$ cat src/rtl/bio_pkg.sv
package bio_pkg;

  typedef enum logic [1:0] {
    CMD_CTRL = 2'b00,
    CMD_STAT = 2'b01,
    CMD_DOUT = 2'b10,
    CMD_DIN  = 2'b11
  } bio_cmd_e;

  typedef struct packed {
    logic ctrl;
    logic stat;
    logic dout;
    logic din;
  } bio_req_t;

  localparam int STAT_BUSY    = 0;
  localparam int STAT_ERR     = 1;
  localparam int STAT_IN_FULL = 2;
  localparam int STAT_OUT_MT  = 3;
  localparam int STAT_BITS    = 4;

endpackage

$ cat src/rtl/bio_decode.sv
module bio_decode
  import bio_pkg::*;
#(
  parameter int                ADDR_W   = 8,
  parameter logic [ADDR_W-1:0] DEV_ADDR = '0
) (
  input  logic [ADDR_W-1:0] addr,
  input  logic [1:0]        cmd,
  input  logic              stb,
  output bio_req_t          req
);

  logic [ADDR_W-1:0] bit_eq;
  logic              hit;

  for (genvar i = 0; i < ADDR_W; i++) begin : g_cmp
    assign bit_eq[i] = ~(addr[i] ^ DEV_ADDR[i]);
  end

  assign hit = stb & (&bit_eq);

  always_comb begin
    req = '0;
    if (hit) begin
      unique case (bio_cmd_e'(cmd))
        CMD_CTRL: req.ctrl = 1'b1;
        CMD_STAT: req.stat = 1'b1;
        CMD_DOUT: req.dout = 1'b1;
        CMD_DIN:  req.din  = 1'b1;
        default:  req      = '0;
      endcase
    end
  end

endmodule

$ cat src/rtl/bio_out_buf.sv
module bio_out_buf #(
  parameter int DATA_W = 16
) (
  input  logic              clk,
  input  logic              rst,
  input  logic              wr_req,
  input  logic [DATA_W-1:0] wr_data,
  input  logic              pout_ready,
  output logic              pout_valid,
  output logic [DATA_W-1:0] pout_data,
  output logic              overrun
);

  logic              full_q;
  logic [DATA_W-1:0] word_q;

  assign overrun    = wr_req & full_q;
  assign pout_valid = full_q;
  assign pout_data  = word_q;

  always_ff @(posedge clk) begin
    if (rst) begin
      full_q <= 1'b0;
      word_q <= '0;
    end else if (full_q) begin
      if (pout_ready) full_q <= 1'b0;
    end else if (wr_req) begin
      full_q <= 1'b1;
      word_q <= wr_data;
    end
  end

endmodule

$ cat src/rtl/bio_in_buf.sv
module bio_in_buf #(
  parameter int DATA_W = 16
) (
  input  logic              clk,
  input  logic              rst,
  input  logic              pin_valid,
  input  logic [DATA_W-1:0] pin_data,
  output logic              pin_ready,
  input  logic              rd_req,
  output logic [DATA_W-1:0] held_word,
  output logic              full,
  output logic              underrun
);

  logic              full_q;
  logic [DATA_W-1:0] word_q;

  assign pin_ready = ~full_q;
  assign full      = full_q;
  assign held_word = word_q;
  assign underrun  = rd_req & ~full_q;

  always_ff @(posedge clk) begin
    if (rst) begin
      full_q <= 1'b0;
      word_q <= '0;
    end else if (full_q) begin
      if (rd_req) full_q <= 1'b0;
    end else if (pin_valid) begin
      full_q <= 1'b1;
      word_q <= pin_data;
    end
  end

endmodule

$ cat src/rtl/bio_resp.sv
module bio_resp
  import bio_pkg::*;
#(
  parameter int DATA_W = 16,
  parameter int FUNC_W = 8
) (
  input  logic              clk,
  input  logic              rst,
  input  bio_req_t          req,
  input  logic [FUNC_W-1:0] func_in,
  input  logic              busy,
  input  logic              in_full,
  input  logic [DATA_W-1:0] in_word,
  input  logic              overrun,
  input  logic              underrun,
  output logic [DATA_W-1:0] rdata,
  output logic              rvalid,
  output logic              ctl_pulse,
  output logic [FUNC_W-1:0] ctl_func
);

  logic              err_q;
  logic [DATA_W-1:0] stat_word;
  logic              err_clr;
  logic              err_set;

  always_comb begin
    stat_word               = '0;
    stat_word[STAT_BUSY]    = busy;
    stat_word[STAT_ERR]     = err_q;
    stat_word[STAT_IN_FULL] = in_full;
    stat_word[STAT_OUT_MT]  = ~busy;
  end

  assign err_clr = req.ctrl & (func_in == '0);
  assign err_set = overrun | underrun;

  always_ff @(posedge clk) begin
    if (rst) begin
      err_q     <= 1'b0;
      rvalid    <= 1'b0;
      rdata     <= '0;
      ctl_pulse <= 1'b0;
      ctl_func  <= '0;
    end else begin
      rvalid    <= req.stat | req.din;
      ctl_pulse <= req.ctrl;
      if (req.ctrl) ctl_func <= func_in;
      if (req.stat)      rdata <= stat_word;
      else if (req.din)  rdata <= in_word;
      else               rdata <= '0;
      if (err_set)       err_q <= 1'b1;
      else if (err_clr)  err_q <= 1'b0;
    end
  end

endmodule

$ cat src/rtl/bus_io_port.sv
module bus_io_port
  import bio_pkg::*;
#(
  parameter int                ADDR_W   = 8,
  parameter int                DATA_W   = 16,
  parameter int                FUNC_W   = 8,
  parameter logic [ADDR_W-1:0] DEV_ADDR = 8'h3C
) (
  input  logic              clk,
  input  logic              rst,
  input  logic [ADDR_W-1:0] bus_addr,
  input  logic [1:0]        bus_cmd,
  input  logic              bus_stb,
  input  logic [DATA_W-1:0] bus_wdata,
  output logic [DATA_W-1:0] bus_rdata,
  output logic              bus_rvalid,
  output logic              ctl_pulse,
  output logic [FUNC_W-1:0] ctl_func,
  output logic              pout_valid,
  input  logic              pout_ready,
  output logic [DATA_W-1:0] pout_data,
  input  logic              pin_valid,
  output logic              pin_ready,
  input  logic [DATA_W-1:0] pin_data
);

  localparam int FW = (FUNC_W < DATA_W) ? FUNC_W : DATA_W;

  bio_req_t          req;
  logic              overrun;
  logic              underrun;
  logic              in_full;
  logic [DATA_W-1:0] in_word;
  logic [FUNC_W-1:0] func_val;

  always_comb begin
    func_val       = '0;
    func_val[FW-1:0] = bus_wdata[FW-1:0];
  end

  bio_decode #(.ADDR_W(ADDR_W), .DEV_ADDR(DEV_ADDR)) u_dec (
    .addr (bus_addr),
    .cmd  (bus_cmd),
    .stb  (bus_stb),
    .req  (req)
  );

  bio_out_buf #(.DATA_W(DATA_W)) u_obuf (
    .clk        (clk),
    .rst        (rst),
    .wr_req     (req.dout),
    .wr_data    (bus_wdata),
    .pout_ready (pout_ready),
    .pout_valid (pout_valid),
    .pout_data  (pout_data),
    .overrun    (overrun)
  );

  bio_in_buf #(.DATA_W(DATA_W)) u_ibuf (
    .clk       (clk),
    .rst       (rst),
    .pin_valid (pin_valid),
    .pin_data  (pin_data),
    .pin_ready (pin_ready),
    .rd_req    (req.din),
    .held_word (in_word),
    .full      (in_full),
    .underrun  (underrun)
  );

  bio_resp #(.DATA_W(DATA_W), .FUNC_W(FUNC_W)) u_resp (
    .clk       (clk),
    .rst       (rst),
    .req       (req),
    .func_in   (func_val),
    .busy      (pout_valid),
    .in_full   (in_full),
    .in_word   (in_word),
    .overrun   (overrun),
    .underrun  (underrun),
    .rdata     (bus_rdata),
    .rvalid    (bus_rvalid),
    .ctl_pulse (ctl_pulse),
    .ctl_func  (ctl_func)
  );

endmodule

$ cat config.mk
export PLATFORM = sky130hd
export DESIGN_NAME = bus_io_port
export DESIGN_NICKNAME = d
export VERILOG_FILES = /design/src/rtl/bio_pkg.sv /design/src/rtl/bio_decode.sv /design/src/rtl/bio_out_buf.sv /design/src/rtl/bio_in_buf.sv /design/src/rtl/bio_resp.sv /design/src/rtl/bus_io_port.sv
export SDC_FILE = /design/constraint.sdc
export NUM_CORES = 1
export LEC_CHECK = 0
export CELL_PAD_IN_SITES_DETAIL_PLACEMENT = 1
export CELL_PAD_IN_SITES_GLOBAL_PLACEMENT = 2
export CORE_MARGIN = 8
export CORE_UTILIZATION = 24
export DETAILED_ROUTE_END_ITERATION = 10
export PLACE_DENSITY = 0.85
export SLEW_MARGIN = 5
export SYNTH_ARGS = -nofsm -noshare
export SYNTH_HDL_FRONTEND = slang
export SYNTH_SLANG_ARGS = --single-unit
export TNS_END_PERCENT = 30
$ cat constraint.sdc
create_clock -name clk -period 1.9 [get_ports clk]
set_clock_uncertainty 0.05 [all_clocks]
set_input_delay 0.38 -clock clk [delete_from_list [all_inputs] [get_ports clk]]
set_output_delay 0.38 -clock clk [all_outputs]
set_load 0.02 [all_outputs]
==> summary.md, run 1 <==
| Metric | Value |
|---|---|
| Outcome | `completed` |
| Avg WL per Cell | `between 10 and 15 um` |
| Vias per cell | `about 4.3` |
| Critical path type | `reg2out` |
| Port bufs | `90` |
| WP depth | `1` |
| Most numerous cell in the Yosys netlist | `dfxtp_1` |
| Final setup viols | `0` |
| Clock sinks | `61` |
| CTS root buf | `clkbuf_8` |
| Setup WS post-layout | `roughly 74 ps` |
| Commonest cells in the netlist | `61 x dfxtp_1, 35 x nand2_1, 30 x nor2_1, 26 x mux2i_1, 19 x a21oi_1` |
| Area taken by flip-flops and latches | `around 0.0012 mm2` |
| Clk buf depth | `2` |
| Reg2reg path depth | `5` |
| CP max stage cell | `clkdlybuf4s50_1` |
| Crit. End Element | `output pin` |
| CP top delay family | `buffers and inverters` |
| Power Density | `roughly 800 mW/mm2` |
| Crit path from | `u_obuf.pout_valid` |
| Detail Route Antenna Nets | `0` |
| CP arrival | `1400 ps` |
| Final Cycle Share | `a little over nine tenths` |
| Worst reg2reg startpoint | `u_obuf.pout_valid` |
| Crit path max fanout | `5` |
| End of the worst register-to-register path | `u_obuf.pout_data[2]` |
| Chip Width | `111 um` |
| GRT Total Usage | `about a tenth` |
| Post-synth top flop | `dfxtp_1` |
| Post-synth EDFFs | `0` |
| Hold crit path type | `in2reg` |
| Max VDD drop | `0.413 mV` |
| Number of diodes | `0` |
| Vias in the first global route | `roughly 2100` |
| Yosys top cell area share | `between 50% and 60%` |
| Buf/Inv on CP | `1` |
| Max incr delay on CP | `~660 ps` |
| Drt initial violations | `84` |
| Nets | `roughly 370` |
| Synth Instances | `220` |
| GR Overflow Total | `0` |
| Cells along the critical path | `clkdlybuf4s50_1` |
| Final Hold Viols | `0` |
| Maximum number of pins on one net before global-route repair | `21` |
| Yosys warns | `0` |
| Pre-CTS setup slack | `-183 ps` |
| H-tree levels | `3` |
| Post-CTS Setup Repair Bufs | `0` |
| Worst-Margin Slew | `549 ps` |
| Final Max Slew Viols | `0` |
| Leak Pwr | `roughly 0.0013 uW` |
| Initial antenna violation count | `0` |
| Max-Slew Margin vs Limit | `63.3%` |
| Sequential element share of the synthesized area | `56.5%` |
| Flop-to-flop setup slack | `470 ps` |
| FMAX | `roughly 0.55 GHz` |
| Num CTS Buffers | `9` |
| Synthesized area | `~0.0022 mm2` |
| Clock Latency Late Sink | `about 330 ps` |
| DIE HEIGHT | `approximately 110 um` |
| Syn_area_per_cell | `between 9 and 10 um2` |
| Core area | `slightly below 0.009 mm2` |
| Netlist cell types | `28` |
| P&R area growth vs syn | `58.3%` |
| First-pass GRT wire length | `around 10 mm` |
| CP Launch Type | `flip-flop` |
| Fillcell total | `roughly 1000` |
| Min cycle time layout | `approximately 1800 ps` |
| CP Capture Point | `pout_valid` |
| Die area | `roughly 0.012 mm2` |
| DP Wirelength | `around 4.9 mm` |
| Initial Utilization | `approximately a quarter` |
| DRC Markers | `0` |
| 1st-pass router iterations | `4` |
| RePlAce Congestion | `slightly above 0.7` |
| Post-synthesis register bit count | `61` |
| WP data required | `between 1000 and 1500 ps` |
| Synth area leader | `dfxtp_1` |
| Routed wire length | `roughly 6.4 mm` |
| Clk slew on worst S/H paths | `80 ps` |
| Area of the multi-input gates | `roughly 840 um2` |
| Fraction of registers with async set/reset | `0%` |
| Hold WS | `approximately 320 ps` |
| Share of post-route cells with drive strength above 1 | `under 10%` |
| Num rows | `34` |
| RSZ-0062 raised after global routing | `false` |
| MaxCap Viol Count | `0` |
| Via count | `about 1900` |
| Setup TNS | `0 ps` |
| Utilization after layout | `approximately two fifths` |
| Synth Net Count | `roughly 270` |
| # IOs | `91` |
| Top post-synthesis cells by area | `dfxtp_1 57%, mux2i_1 12%, nand2_1 6.1%` |
| CTS tree | `yes` |
how the worst min path moves through the flow:
stage,from,endpoint,slack (ps),cells after the start
3_3_place_gp,u_ibuf.held_word[14],u_resp.rdata[14],380,1
2_1_floorplan,u_ibuf.held_word[10],u_resp.rdata[10],380,1
6_report,rst,u_obuf.pout_data[15],320,2
4_1_cts,rst,u_obuf.pout_data[15],310,2
3_5_place_dp,u_ibuf.held_word[15],u_resp.rdata[15],390,1
5_1_grt,rst,u_obuf.pout_data[10],310,2
power breakdown:
| group | switching (uW) | total, uW | internal [uW] | leakage, uW |
|---|---|---|---|---|
| combinational | 81.7 | 203 | 121 | 0.000733 |
| sequential | 10.6 | 1310 | 1300 | 0.000494 |
| clock | 535 | 1190 | 650 | 0.000103 |
| total | 627 | 2700 | 2070 | 0.00133 |
sequential cells by signal (all words and copies together), names as in the netlist:
name and flops:
u_obuf.pout_valid 1, u_resp.rdata 16, u_obuf.pout_data 16, u_resp.ctl_pulse 1
u_resp.err_q 1, u_resp.rvalid 1, u_resp.ctl_func 8, u_ibuf.held_word 16
u_ibuf.full 1
through the flow:
stage	total power, uW	cell area, um2	cells
2_1_floorplan	1400	2160	220
3_3_place_gp	1540	3210	417
3_5_place_dp	1540	3210	417
4_1_cts	2750	3420	433
5_1_grt	2820	3420	433
6_report	2700	3420	433
layout by cell type (no fill, tap or decap), types with 2 or more instances in the layout:
cell and instances:
and4_1 2, inv_1 3, inv_6 2, clkbuf_8 10
nor3b_2 2, buf_4 11, nor4_1 2, clkdlybuf4s50_1 88
mux2i_1 26, dfxtp_1 61, nor2_1 30, and2_1 13
nand2_1 35, a21oi_1 19, nor2b_1 2
area by class of cell:
cell class	count	share of cell area [%]
flip-flops and latches	61	35.7
repair buffers	102	29.3
multi-input cells	143	24.7
clock buffers	10	4.02
well taps	108	3.95
clock inverters	6	2.01
inverters	3	0.329
metal layers:
layer / global-route usage (%) / up-vias / wire length [um]
met1: 10.9 / 870 / 2640
li1: - / 924 / -
met5: 0 / - / 0
met3: 5.41 / 10 / 542
met2: 17.6 / 64 / 3130
met4: 3.78 / 0 / 79
kinds of logic (layout without fill, tap and decap cells):
logic type	after synthesis	count (layout)	share of synthesized area (%)
mux	27	27	12.6
flops	61	61	56.5
compound gates	21	21	5.04
buf+inv	16	121	4.35
simple gates	95	95	21.5
repair_timing:
item	CTS	global route
setup endpoints to repair	0	1
hold buffers	0	0
gates resized for setup	0	1
No activity file was read; power rests on OpenSTA's default activity.
==> run 2, diff against run 1 <==
--- a/config.mk
+++ b/config.mk
@@ -7,7 +7,7 @@
 export LEC_CHECK = 0
 export CELL_PAD_IN_SITES_DETAIL_PLACEMENT = 1
 export CELL_PAD_IN_SITES_GLOBAL_PLACEMENT = 2
-export CORE_MARGIN = 8
+export CORE_MARGIN = 1
 export CORE_UTILIZATION = 24
 export DETAILED_ROUTE_END_ITERATION = 10
 export PLACE_DENSITY = 0.85
@@ -15,4 +15,3 @@
 export SYNTH_ARGS = -nofsm -noshare
 export SYNTH_HDL_FRONTEND = slang
 export SYNTH_SLANG_ARGS = --single-unit
-export TNS_END_PERCENT = 30
==> run 2 against run 1 <==
  * Register-to-register slack better by 30 ps
  * First-iteration DRC count down 50%
  * Worst setup slack about the same
  * Hold slack better by 81 ps
  * Combinational power down 2%
  * Count of clock-buffer cells in the layout down 1
  * Via count down 2.2%
  * Design area down 0.70%
  * Fmax about the same
  * Utilization down 0.27 points
  * Global-route usage up 2.3 points
  * Critical path depth up 1
  * Critical endpoint is now pin_ready
  * Largest power group unchanged
  * Highest routed layer unchanged
==> summary.md, run 2 (synthesis results as in run 1) <==
| Metric | Value |
|---|---|
| Detail Route Antenna Nets | `0` |
| Crit. End Element | `output pin` |
| CTS root buf | `clkbuf_8` |
| WP data required | `1470 ps` |
| P&R area growth vs syn | `57.2%` |
| Crit path max fanout | `5` |
| DIE HEIGHT | `96.9 um` |
| Core area | `0.00872 mm2` |
| Cells along the critical path | `inv_1, clkdlybuf4s50_1` |
| Clk slew on worst S/H paths | `80 ps` |
| GRT Total Usage | `around 13%` |
| Commonest non-fill, non-tap cell in the layout | `clkdlybuf4s50_1` |
| Power Density | `about 780 mW/mm2` |
| Drt initial violations | `42` |
| Vias per cell | `around 4.2` |
| Flop-to-flop setup slack | `approximately 500 ps` |
| Tot Pwr | `2660 uW` |
| Final Max Slew Viols | `0` |
| CTS Hold Bufs | `0` |
| Num CTS Buffers | `9` |
| Initial Utilization | `between 20% and 30%` |
| CTS resizes | `0` |
| GR Overflow Total | `0` |
| Share of post-route cells with drive strength above 1 | `a little under a tenth` |
| Final Cycle Share | `96.1%` |
| Initial antenna violation count | `0` |
| Die area | `0.00938 mm2` |
| 1st-pass router iterations | `4` |
| CTS tree | `yes` |
| FMAX | `approximately 0.55 GHz` |
| Hold WS | `roughly 400 ps` |
| Port bufs | `90` |
| Maximum number of pins on one net before global-route repair | `25` |
| Via count | `1826` |
| Nets | `between 300 and 400` |
| Setup TNS | `0 ps` |
| Num rows | `34` |
| Post-CTS Setup Repair Bufs | `0` |
| Outcome | `completed` |
| Final setup viols | `0` |
| Worst-Margin Slew | `~540 ps` |
| RSZ-0062 raised after global routing | `false` |
| Critical path type | `reg2out` |
| CP arrival | `between 1000 and 1500 ps` |
| Clock Latency Late Sink | `between 300 and 400 ps` |
| Avg WL per Cell | `roughly 13 um` |
| CP max stage cell | `clkdlybuf4s50_1` |
| MaxCap Viol Count | `0` |
| H-tree levels | `3` |
| # IOs | `91` |
| Number of diodes | `0` |
| DP Wirelength | `4.14 mm` |
| Clk buf depth | `2` |
| CP Launch Type | `flip-flop` |
| Fillcell total | `just over 1000` |
| Max VDD drop | `approximately 0.28 mV` |
| Routed wire length | `between 5 and 6 mm` |
| Min cycle time layout | `between 1500 and 2000 ps` |
| Clock sinks | `a little over 60` |
| Most frequent cells in the layout | `88 x clkdlybuf4s50_1, 61 x dfxtp_1, 35 x nand2_1` |
| Vias in the first global route | `~2000` |
| Chip Width | `between 90 and 100 um` |
| DRC Markers | `0` |
| Final Hold Viols | `0` |
| Max incr delay on CP | `between 600 and 700 ps` |
| Max-Slew Margin vs Limit | `63.8%` |
| RePlAce Congestion | `about 0.71` |
| Leak Pwr | `between 0.001 and 0.0015 uW` |
| First-pass GRT wire length | `approximately 9.5 mm` |
| Hold crit path type | `reg2reg` |
-- run 2: cell count changes in the layout (fill, tap and decap cells not counted), sizes merged --
| cell | change |
|---|---|
| buf | -2 |
| clkinv | +1 |
| clkbuf | -1 |
-- run 2: area by class of cell --
class                   count  area [um2]  share of cell area [%]
flip-flops and latches     61        1220                    36.0
repair buffers            100         986                    29.0
multi-input cells         143         845                    24.9
well taps                 108         135                    3.98
clock buffers               9         124                    3.65
clock inverters             7        73.8                    2.17
inverters                   3        11.3                   0.332
-- run 2: power by group --
group	internal (uW)	total (uW)	leakage (uW)	switching, uW
clock network	612	1160	0.000100	544
registers	1300	1310	0.000494	10.1
logic	119	198	0.000735	79.2
-- run 2: path summary, 6_finish.rpt --
check | startpoint | end | cells after the start
max | u_ibuf.full | pin_ready | 2
min | u_ibuf.held_word[12] | u_ibuf.held_word[12] | 2
max reg2reg | u_obuf.pout_valid | u_obuf.pout_data[8] | 5
min reg2reg | u_ibuf.held_word[12] | u_ibuf.held_word[12] | 2
-- run 2: per-stage QoR --
stage,instances,worst slack (ps),area [um2],utilization (%)
floorplan,220,370,2160,-
global placement,415,-114,3200,36.6
detailed placement,415,-146,3200,36.6
CTS,431,25.0,3390,38.9
global route,431,18.9,3400,38.9
finish,431,74.0,3400,38.9
-- run 2: worst max-delay path: cells and delay by family (launching register included) --
kind | cells | cell delay (ps)
buffers and inverters | 2 | 720
DFF | 1 | 350
-- run 2: routing by layer --
| layer | routed length [um] | vias to the layer above | track usage, % |
|---|---|---|---|
| met5 | 0 | - | 0 |
| met4 | 59 | 0 | 5.17 |
| met3 | 309 | 7 | 3.97 |
| met2 | 2770 | 56 | 21.2 |
| met1 | 2580 | 846 | 15.3 |
| li1 | - | 917 | - |
==> run 3, diff against run 2 <==
--- a/config.mk
+++ b/config.mk
@@ -10,6 +10,7 @@
 export CORE_MARGIN = 1
 export CORE_UTILIZATION = 24
 export DETAILED_ROUTE_END_ITERATION = 10
+export HOLD_SLACK_MARGIN = 0.05
 export PLACE_DENSITY = 0.85
 export SLEW_MARGIN = 5
 export SYNTH_ARGS = -nofsm -noshare
==> results of run 3 <==
The final DEF is identical to that of run 2; final timing and power are the same.
